## src/rtl/assoc_cache_pkg.sv

```systemverilog
package assoc_cache_pkg;

  typedef enum logic [1:0] {
    ST_IDLE = 2'd0,
    ST_MEM  = 2'd1,
    ST_DONE = 2'd2
  } cacheState_t;

  // strobes from control to datapath
  typedef struct packed {
    logic accept;     // capture request fields and hit vector
    logic bump;       // read hit: advance use count of matching entry
    logic fill;       // read miss completed: write victim entry
    logic wrUpd;      // write completed: refresh matching entry
    logic loadRdata;  // read miss completed: memory word to rdata
  } ctrlStrobes_t;

endpackage

```

## src/rtl/assoc_cache_dp.sv

```systemverilog
module assoc_cache_dp
  import assoc_cache_pkg::*;
#(
  parameter int ENTRIES = 8,
  parameter int AW      = 16,
  parameter int DW      = 32,
  parameter int CNTW    = 4
) (
  input  logic          clk,
  input  logic          rstN,
  input  ctrlStrobes_t  strb,
  input  logic [AW-1:0] addr,
  input  logic [DW-1:0] wdata,
  input  logic [DW-1:0] memRdata,
  output logic          hit,
  output logic [DW-1:0] rdata,
  output logic [AW-1:0] addrQ,
  output logic [DW-1:0] wdataQ
);

  localparam int IW = (ENTRIES > 1) ? $clog2(ENTRIES) : 1;
  localparam logic [CNTW-1:0] CMAX = {CNTW{1'b1}};
  localparam logic [CNTW-1:0] CONE = CNTW'(1);

  logic [ENTRIES-1:0] matchNow;
  logic [ENTRIES-1:0] matchQ;
  logic [ENTRIES-1:0] validArr;
  logic [ENTRIES-1:0] victimOh;
  logic [DW-1:0]      dataArr [ENTRIES];
  logic [CNTW-1:0]    cntArr  [ENTRIES];
  logic [DW-1:0]      hitData;
  logic [IW-1:0]      victimIdx;

  // one storage slot per entry
  for (genvar g = 0; g < ENTRIES; g++) begin : gEntry
    logic [AW-1:0]   tagR;
    logic [DW-1:0]   dataR;
    logic            validR;
    logic [CNTW-1:0] cntR;

    assign matchNow[g] = validR && (tagR == addr);
    assign validArr[g] = validR;
    assign dataArr[g]  = dataR;
    assign cntArr[g]   = cntR;

    always_ff @(posedge clk) begin
      if (!rstN) begin
        tagR   <= '0;
        dataR  <= '0;
        validR <= 1'b0;
        cntR   <= '0;
      end else if (strb.fill && victimOh[g]) begin
        tagR   <= addrQ;
        dataR  <= memRdata;
        validR <= 1'b1;
        cntR   <= CONE;
      end else if (strb.wrUpd && matchQ[g]) begin
        dataR  <= wdataQ;
      end else if (strb.bump && matchNow[g] && (cntR != CMAX)) begin
        cntR   <= cntR + CONE;
      end
    end
  end

  assign hit = |matchNow;

  always_comb begin
    hitData = '0;
    for (int i = 0; i < ENTRIES; i++) begin
      hitData = hitData | ({DW{matchNow[i]}} & dataArr[i]);
    end
  end

  // victim: lowest invalid slot, else lowest count, ties to lowest index
  always_comb begin
    logic            found;
    logic [CNTW-1:0] best;
    found     = 1'b0;
    victimIdx = '0;
    best      = cntArr[0];
    for (int i = 0; i < ENTRIES; i++) begin
      if (!found && !validArr[i]) begin
        found     = 1'b1;
        victimIdx = IW'(i);
      end
    end
    if (!found) begin
      for (int i = 1; i < ENTRIES; i++) begin
        if (cntArr[i] < best) begin
          best      = cntArr[i];
          victimIdx = IW'(i);
        end
      end
    end
  end

  always_comb begin
    victimOh = '0;
    victimOh[victimIdx] = 1'b1;
  end

  always_ff @(posedge clk) begin
    if (!rstN) begin
      addrQ  <= '0;
      wdataQ <= '0;
      matchQ <= '0;
      rdata  <= '0;
    end else begin
      if (strb.accept) begin
        addrQ  <= addr;
        wdataQ <= wdata;
        matchQ <= matchNow;
      end
      if (strb.bump) begin
        rdata <= hitData;
      end else if (strb.loadRdata) begin
        rdata <= memRdata;
      end
    end
  end

endmodule

```

## src/rtl/assoc_cache_ctrl.sv

```systemverilog
module assoc_cache_ctrl
  import assoc_cache_pkg::*;
(
  input  logic         clk,
  input  logic         rstN,
  input  logic         req,
  input  logic         we,
  input  logic         hit,
  input  logic         memAck,
  output ctrlStrobes_t strb,
  output logic         ready,
  output logic         memReq,
  output logic         memWe
);

  cacheState_t state;
  cacheState_t stateNext;
  logic        weQ;

  always_comb begin
    stateNext = state;
    strb      = '0;
    unique case (state)
      ST_IDLE: begin
        if (req) begin
          strb.accept = 1'b1;
          if (!we && hit) begin
            strb.bump = 1'b1;
            stateNext = ST_DONE;
          end else begin
            stateNext = ST_MEM;
          end
        end
      end
      ST_MEM: begin
        if (memAck) begin
          strb.wrUpd     = weQ;
          strb.fill      = !weQ;
          strb.loadRdata = !weQ;
          stateNext      = ST_DONE;
        end
      end
      ST_DONE: stateNext = ST_IDLE;
      default: stateNext = ST_IDLE;
    endcase
  end

  always_ff @(posedge clk) begin
    if (!rstN) begin
      state <= ST_IDLE;
      weQ   <= 1'b0;
    end else begin
      state <= stateNext;
      if (strb.accept) weQ <= we;
    end
  end

  assign ready  = (state == ST_DONE);
  assign memReq = (state == ST_MEM);
  assign memWe  = weQ;

endmodule

```

## src/rtl/assoc_cache.sv

```systemverilog
module assoc_cache
  import assoc_cache_pkg::*;
#(
  parameter int ENTRIES = 8,
  parameter int AW      = 16,
  parameter int DW      = 32,
  parameter int CNTW    = 4
) (
  input  logic          clk,
  input  logic          rstN,
  input  logic          req,
  input  logic          we,
  input  logic [AW-1:0] addr,
  input  logic [DW-1:0] wdata,
  output logic          ready,
  output logic [DW-1:0] rdata,
  output logic          memReq,
  output logic          memWe,
  output logic [AW-1:0] memAddr,
  output logic [DW-1:0] memWdata,
  input  logic          memAck,
  input  logic [DW-1:0] memRdata
);

  ctrlStrobes_t strb;
  logic         hitNow;

  assoc_cache_ctrl u_ctrl (
    .clk    (clk),
    .rstN   (rstN),
    .req    (req),
    .we     (we),
    .hit    (hitNow),
    .memAck (memAck),
    .strb   (strb),
    .ready  (ready),
    .memReq (memReq),
    .memWe  (memWe)
  );

  assoc_cache_dp #(
    .ENTRIES (ENTRIES),
    .AW      (AW),
    .DW      (DW),
    .CNTW    (CNTW)
  ) u_dp (
    .clk      (clk),
    .rstN     (rstN),
    .strb     (strb),
    .addr     (addr),
    .wdata    (wdata),
    .memRdata (memRdata),
    .hit      (hitNow),
    .rdata    (rdata),
    .addrQ    (memAddr),
    .wdataQ   (memWdata)
  );

endmodule

```

## config.mk

```make
export PLATFORM = sky130hd
export DESIGN_NAME = assoc_cache
export DESIGN_NICKNAME = d
export VERILOG_FILES = /design/src/rtl/assoc_cache_pkg.sv /design/src/rtl/assoc_cache_dp.sv /design/src/rtl/assoc_cache_ctrl.sv /design/src/rtl/assoc_cache.sv
export SDC_FILE = /design/constraint.sdc
export NUM_CORES = 1
export LEC_CHECK = 0
export BUFFER_PORTS_ARGS = -buffer_cell sky130_fd_sc_hd__buf_2
export CAP_MARGIN = 10
export CORE_MARGIN = 2
export CORE_UTILIZATION = 47
export CTS_CLUSTER_DIAMETER = 120
export DETAILED_ROUTE_END_ITERATION = 6
export HOLD_SLACK_MARGIN = 0.1
export SLEW_MARGIN = 20
export SYNTH_ARGS = -nofsm -noshare
export SYNTH_HDL_FRONTEND = slang
export SYNTH_SLANG_ARGS = --single-unit
export TNS_END_PERCENT = 5
```

## constraint.sdc

```tcl
create_clock -name clk -period 10.8 [get_ports clk]
set_input_delay 1.08 -clock clk [delete_from_list [all_inputs] [get_ports clk]]
set_output_delay 1.08 -clock clk [all_outputs]
set_load 0.01 [all_outputs]
```

==> results.md <==
- Outcome: complete, no violations
- Vias in the first global route: 22,331
- Placed wire-length estimate: 49,000 um
- Fill count: 4,772
- DRT antenna net count: 0
- Yosys Warn Count: 0
- Initial Util: 0.476
- IR drop worst, VDD: 155 uV
- MaxCap Viol Count: 0
- Count of pins on the block boundary: 168
- Class of the most critical hold timing path: reg2reg
- Via density per instance: 6.34
- Total congestion overflow: 0
- Final Wtd Congestion: 0.866
- Count of hold-fix buffers inserted at cts: 0
- Area enclosed by the die boundary: 0.0552 mm^2
- Sequential share of the synthesized area: 0.411
- Setup slack at placement: -0.171 ns
- Type of origin of the critical path: flop
- Clock skew after layout: 0.0323 ns
- Final worst setup slack: 0.400 ns
- Slowest CP cell: sky130_fd_sc_hd__a2111oi_4
- Depth of the worst register-to-register path: 52
- Area inside the core boundary: 0.0527 mm^2
- Master cell of the clock root buffer: sky130_fd_sc_hd__clkbuf_16
- Detailed-route DRC error count: 0
- Reg2Reg Setup Slack: 0.40 ns
- Launch instance of the worst register-to-register path: u_dp.gEntry[0].cntR[1]$_SDFFE_PP0P_
- Total area of multi-input combinational cells: 0.0138 mm^2
- Yosys reg bits: 515
- Total detailed-routing wirelength: 90,800 um
- EDFF count, synth: 0
- Horizontal die dimension: 235 um
- Share of the clock period used by the worst path: 0.963
- Gate count after technology mapping: 2,900
- Number of antenna violations at the first check in global routing: 4
- Detailed router's first-iteration violation count: 2,642
- Async set or reset register ratio after synthesis: 0
- Largest net degree at the start of global routing: 257
- Clock-pin slew on the worst setup and hold paths: 0.06 ns
- Number of I/O port buffers: 167
- First-pass GRT wire length: 135,000 um
- Number of nets in the synthesized netlist: 3,016
- Average instance area after synthesis: 8.65 um^2
- Most used flip-flop cell after synthesis: sky130_fd_sc_hd__dfxtp_1
- Clock latency on the worst-skew pair: 0.64 ns
- Leakage power: 0.0105 uW
- TritonCTS buffer count: 56
- Startpoint of the most critical setup path: u_dp.gEntry[0].cntR[1]$_SDFFE_PP0P_
- Maximum count of clock buffers along a single path: 3
- First drt pass iteration count: 5
- Final nets: 3,029
- Delay of the slowest cell on the worst path: 0.41 ns
- Syn-to-layout area delta: 14.3%
- Number of clock sinks seen by CTS: 515
- Final-report max-slew violation count: 0
- Critical Path Most Common Cell: sky130_fd_sc_hd__ha_1
- Required time at the endpoint of the critical path: 11.31 ns
- Distinct cells, synth: 80
- Clock tree from TritonCTS: yes
- Register area: 0.0103 mm^2
- Syn Std Cell Area: 0.0251 mm^2
- R2r endpoint: u_dp.gEntry[2].dataR[20]$_SDFFE_PN0P_
- Die Span Y: 235 um
- Relative max-transition margin: 0.181
- Number of vias after detailed routing: 23,139
- Kind of end point of the critical path: flop
- Floorplan row count: 84
- Global-route usage over all layers: 0.309
- Hold Fails Final Rpt: 0
- Crit Path Category: reg2reg
- Fmax: 96.2 MHz
- Slew at the pin closest to its max-slew limit: 1.23 ns
- Number of H-tree levels: 2
- Largest fanout on the critical path: 12
- CP Capture Point: u_dp.gEntry[2].dataR[20]$_SDFFE_PN0P_
- Ratio of cells with drive above 1 in the final layout: 0.164
- Power density relative to cell area: 145 mW/mm^2
- Setup violations, final: 0
- CP arrival: 10.91 ns
- Routed wire per std cell: 24.9 um
- Hold Worst Slack: 0.450 ns
- Period minus WS final: 10.40 ns
-- cell type report --
cell class	count	area share
Sequential cell	515	0.360
Timing Repair Buffer	234	0.0574
Multi-Input combinational cell	2048	0.481
Clock buffer	90	0.0590
Inverter	58	0.00760
Tap cell	688	0.0300
Antenna cell	2	0.000175
Clock inverter	12	0.00507
-- stage by stage --
step                      area, um^2  power, uW  setup TNS (ns)  std cells   util
after global placement         26400       2250               0       3523  0.500
after floorplan                25100       2140               0       2900      -
final                          28700       4150               0       3647  0.544
after global routing           28700       4270           -4.87       3647  0.544
after detailed placement       26400       2250          -25.75       3523  0.501
after CTS                      28200       4160               0       3625  0.536
-- sequential cells by signal, summed over array words and instances (netlist names) --
register            count
u_dp.rdata             32
u_ctrl.memWe            1
u_dp.matchQ             8
u_dp.addrQ             16
u_dp.gEntry.dataR     256
u_dp.gEntry.tagR      128
u_dp.gEntry.cntR       32
u_dp.wdataQ            32
u_dp.gEntry.validR      8
u_ctrl.state            2
-- layout by cell type, fill, tap and decap left out, types with 26 or more instances in the layout --
| cell type | count |
|---|---|
| sky130_fd_sc_hd__buf_2 | 166 |
| sky130_fd_sc_hd__o21ai_0 | 147 |
| sky130_fd_sc_hd__nand2_1 | 389 |
| sky130_fd_sc_hd__xnor2_1 | 66 |
| sky130_fd_sc_hd__xor2_1 | 86 |
| sky130_fd_sc_hd__inv_1 | 57 |
| sky130_fd_sc_hd__a22o_1 | 32 |
| sky130_fd_sc_hd__nand4_1 | 53 |
| sky130_fd_sc_hd__ha_1 | 26 |
| sky130_fd_sc_hd__dfxtp_1 | 513 |
| sky130_fd_sc_hd__nor2_1 | 47 |
| sky130_fd_sc_hd__nand3_1 | 309 |
| sky130_fd_sc_hd__o2bb2a_1 | 32 |
| sky130_fd_sc_hd__mux2_2 | 97 |
| sky130_fd_sc_hd__mux2i_1 | 41 |
| sky130_fd_sc_hd__a22oi_1 | 128 |
| sky130_fd_sc_hd__nor2b_1 | 39 |
| sky130_fd_sc_hd__buf_4 | 43 |
| sky130_fd_sc_hd__o221ai_1 | 32 |
| sky130_fd_sc_hd__a221oi_1 | 32 |
| sky130_fd_sc_hd__a32oi_1 | 32 |
| sky130_fd_sc_hd__and3_1 | 38 |
| sky130_fd_sc_hd__a21boi_0 | 186 |
| sky130_fd_sc_hd__clkbuf_16 | 62 |
| sky130_fd_sc_hd__a21boi_1 | 45 |
-- cell usage after synthesis, drive strengths merged (7+ instances only) --
library cell | count | area, um^2
a21oi | 16 | 91.3
buf | 81 | 353
o211ai | 7 | 62.6
and3 | 38 | 238
a22oi | 128 | 961
xor2 | 86 | 753
dfxtp | 515 | 10300
nor2 | 51 | 191
o2bb2a | 32 | 320
and2 | 10 | 62.6
nand4 | 53 | 332
a31oi | 8 | 50.1
xnor2 | 66 | 578
mux2i | 44 | 457
mux2 | 98 | 1100
a32oi | 33 | 297
nor3 | 11 | 55.1
o21ai | 169 | 850
inv | 58 | 218
nor4 | 25 | 156
o221ai | 32 | 280
a221oi | 32 | 280
a21boi | 231 | 1730
ha | 31 | 388
nand2 | 394 | 1480
clkbuf | 198 | 743
a22o | 32 | 280
nor2b | 39 | 244
nand3 | 309 | 1550
-- worst max-delay path, delay by kind of cell, from the launching register on --
family,cells,cell delay (ns)
AO/OA/AOI/OAI,20,4.02
adder cells (fa/ha/maj),7,1.73
buffers and inverters,9,1.24
flip-flops,1,0.37
multiplexers,3,0.67
AND/OR/NAND/NOR,13,2.27
-- worst min path at each step --
stage / start / endpoint / cells after the start
after global routing: u_dp.gEntry[7].dataR[27]$_SDFFE_PN0P_ / u_dp.gEntry[7].dataR[27]$_SDFFE_PN0P_ / 2
final: u_dp.gEntry[7].dataR[3]$_SDFFE_PN0P_ / u_dp.gEntry[7].dataR[3]$_SDFFE_PN0P_ / 2
after CTS: u_dp.gEntry[7].dataR[2]$_SDFFE_PN0P_ / u_dp.gEntry[7].dataR[2]$_SDFFE_PN0P_ / 2
after global placement: u_dp.gEntry[7].dataR[26]$_SDFFE_PN0P_ / u_dp.gEntry[7].dataR[26]$_SDFFE_PN0P_ / 2
after floorplan: u_dp.gEntry[7].dataR[22]$_SDFFE_PN0P_ / u_dp.gEntry[7].dataR[22]$_SDFFE_PN0P_ / 2
after detailed placement: u_dp.gEntry[7].dataR[2]$_SDFFE_PN0P_ / u_dp.gEntry[7].dataR[2]$_SDFFE_PN0P_ / 2
-- logic make-up after synthesis --
| group | share of synthesized area |
|---|---|
| AO/OA/AOI/OAI | 0.228 |
| XOR/XNOR | 0.0531 |
| adder cells (fa/ha/maj) | 0.0159 |
| buffers and inverters | 0.0524 |
| flip-flops | 0.411 |
| multiplexers | 0.0622 |
| AND/OR/NAND/NOR | 0.177 |
-- layer usage --
metal	global-route usage	vias up	wire length [um]
met5	0	-	18
met4	0.107	2	3130
met3	0.0559	212	8390
met2	0.491	1199	40700
met1	0.420	11280	38500
li1	-	10446	-
-- power breakdown --
part | internal [uW] | switching (uW) | total (uW)
Combinational | 89.4 | 172 | 261
Sequential | 1920 | 42.4 | 1960
Clock | 1100 | 829 | 1930
Total | 3110 | 1040 | 4150
-- timing repair --
item / in CTS / in global routing
setup buffers: 0 / 13
resized for setup: 7 / 41
gates cloned: 0 / 7
pin swaps: 0 / 11
hold endpoints to repair: 0 / 0
endpoints found under the setup margin: 339 / 424
Power figures use the tool's default switching activity.
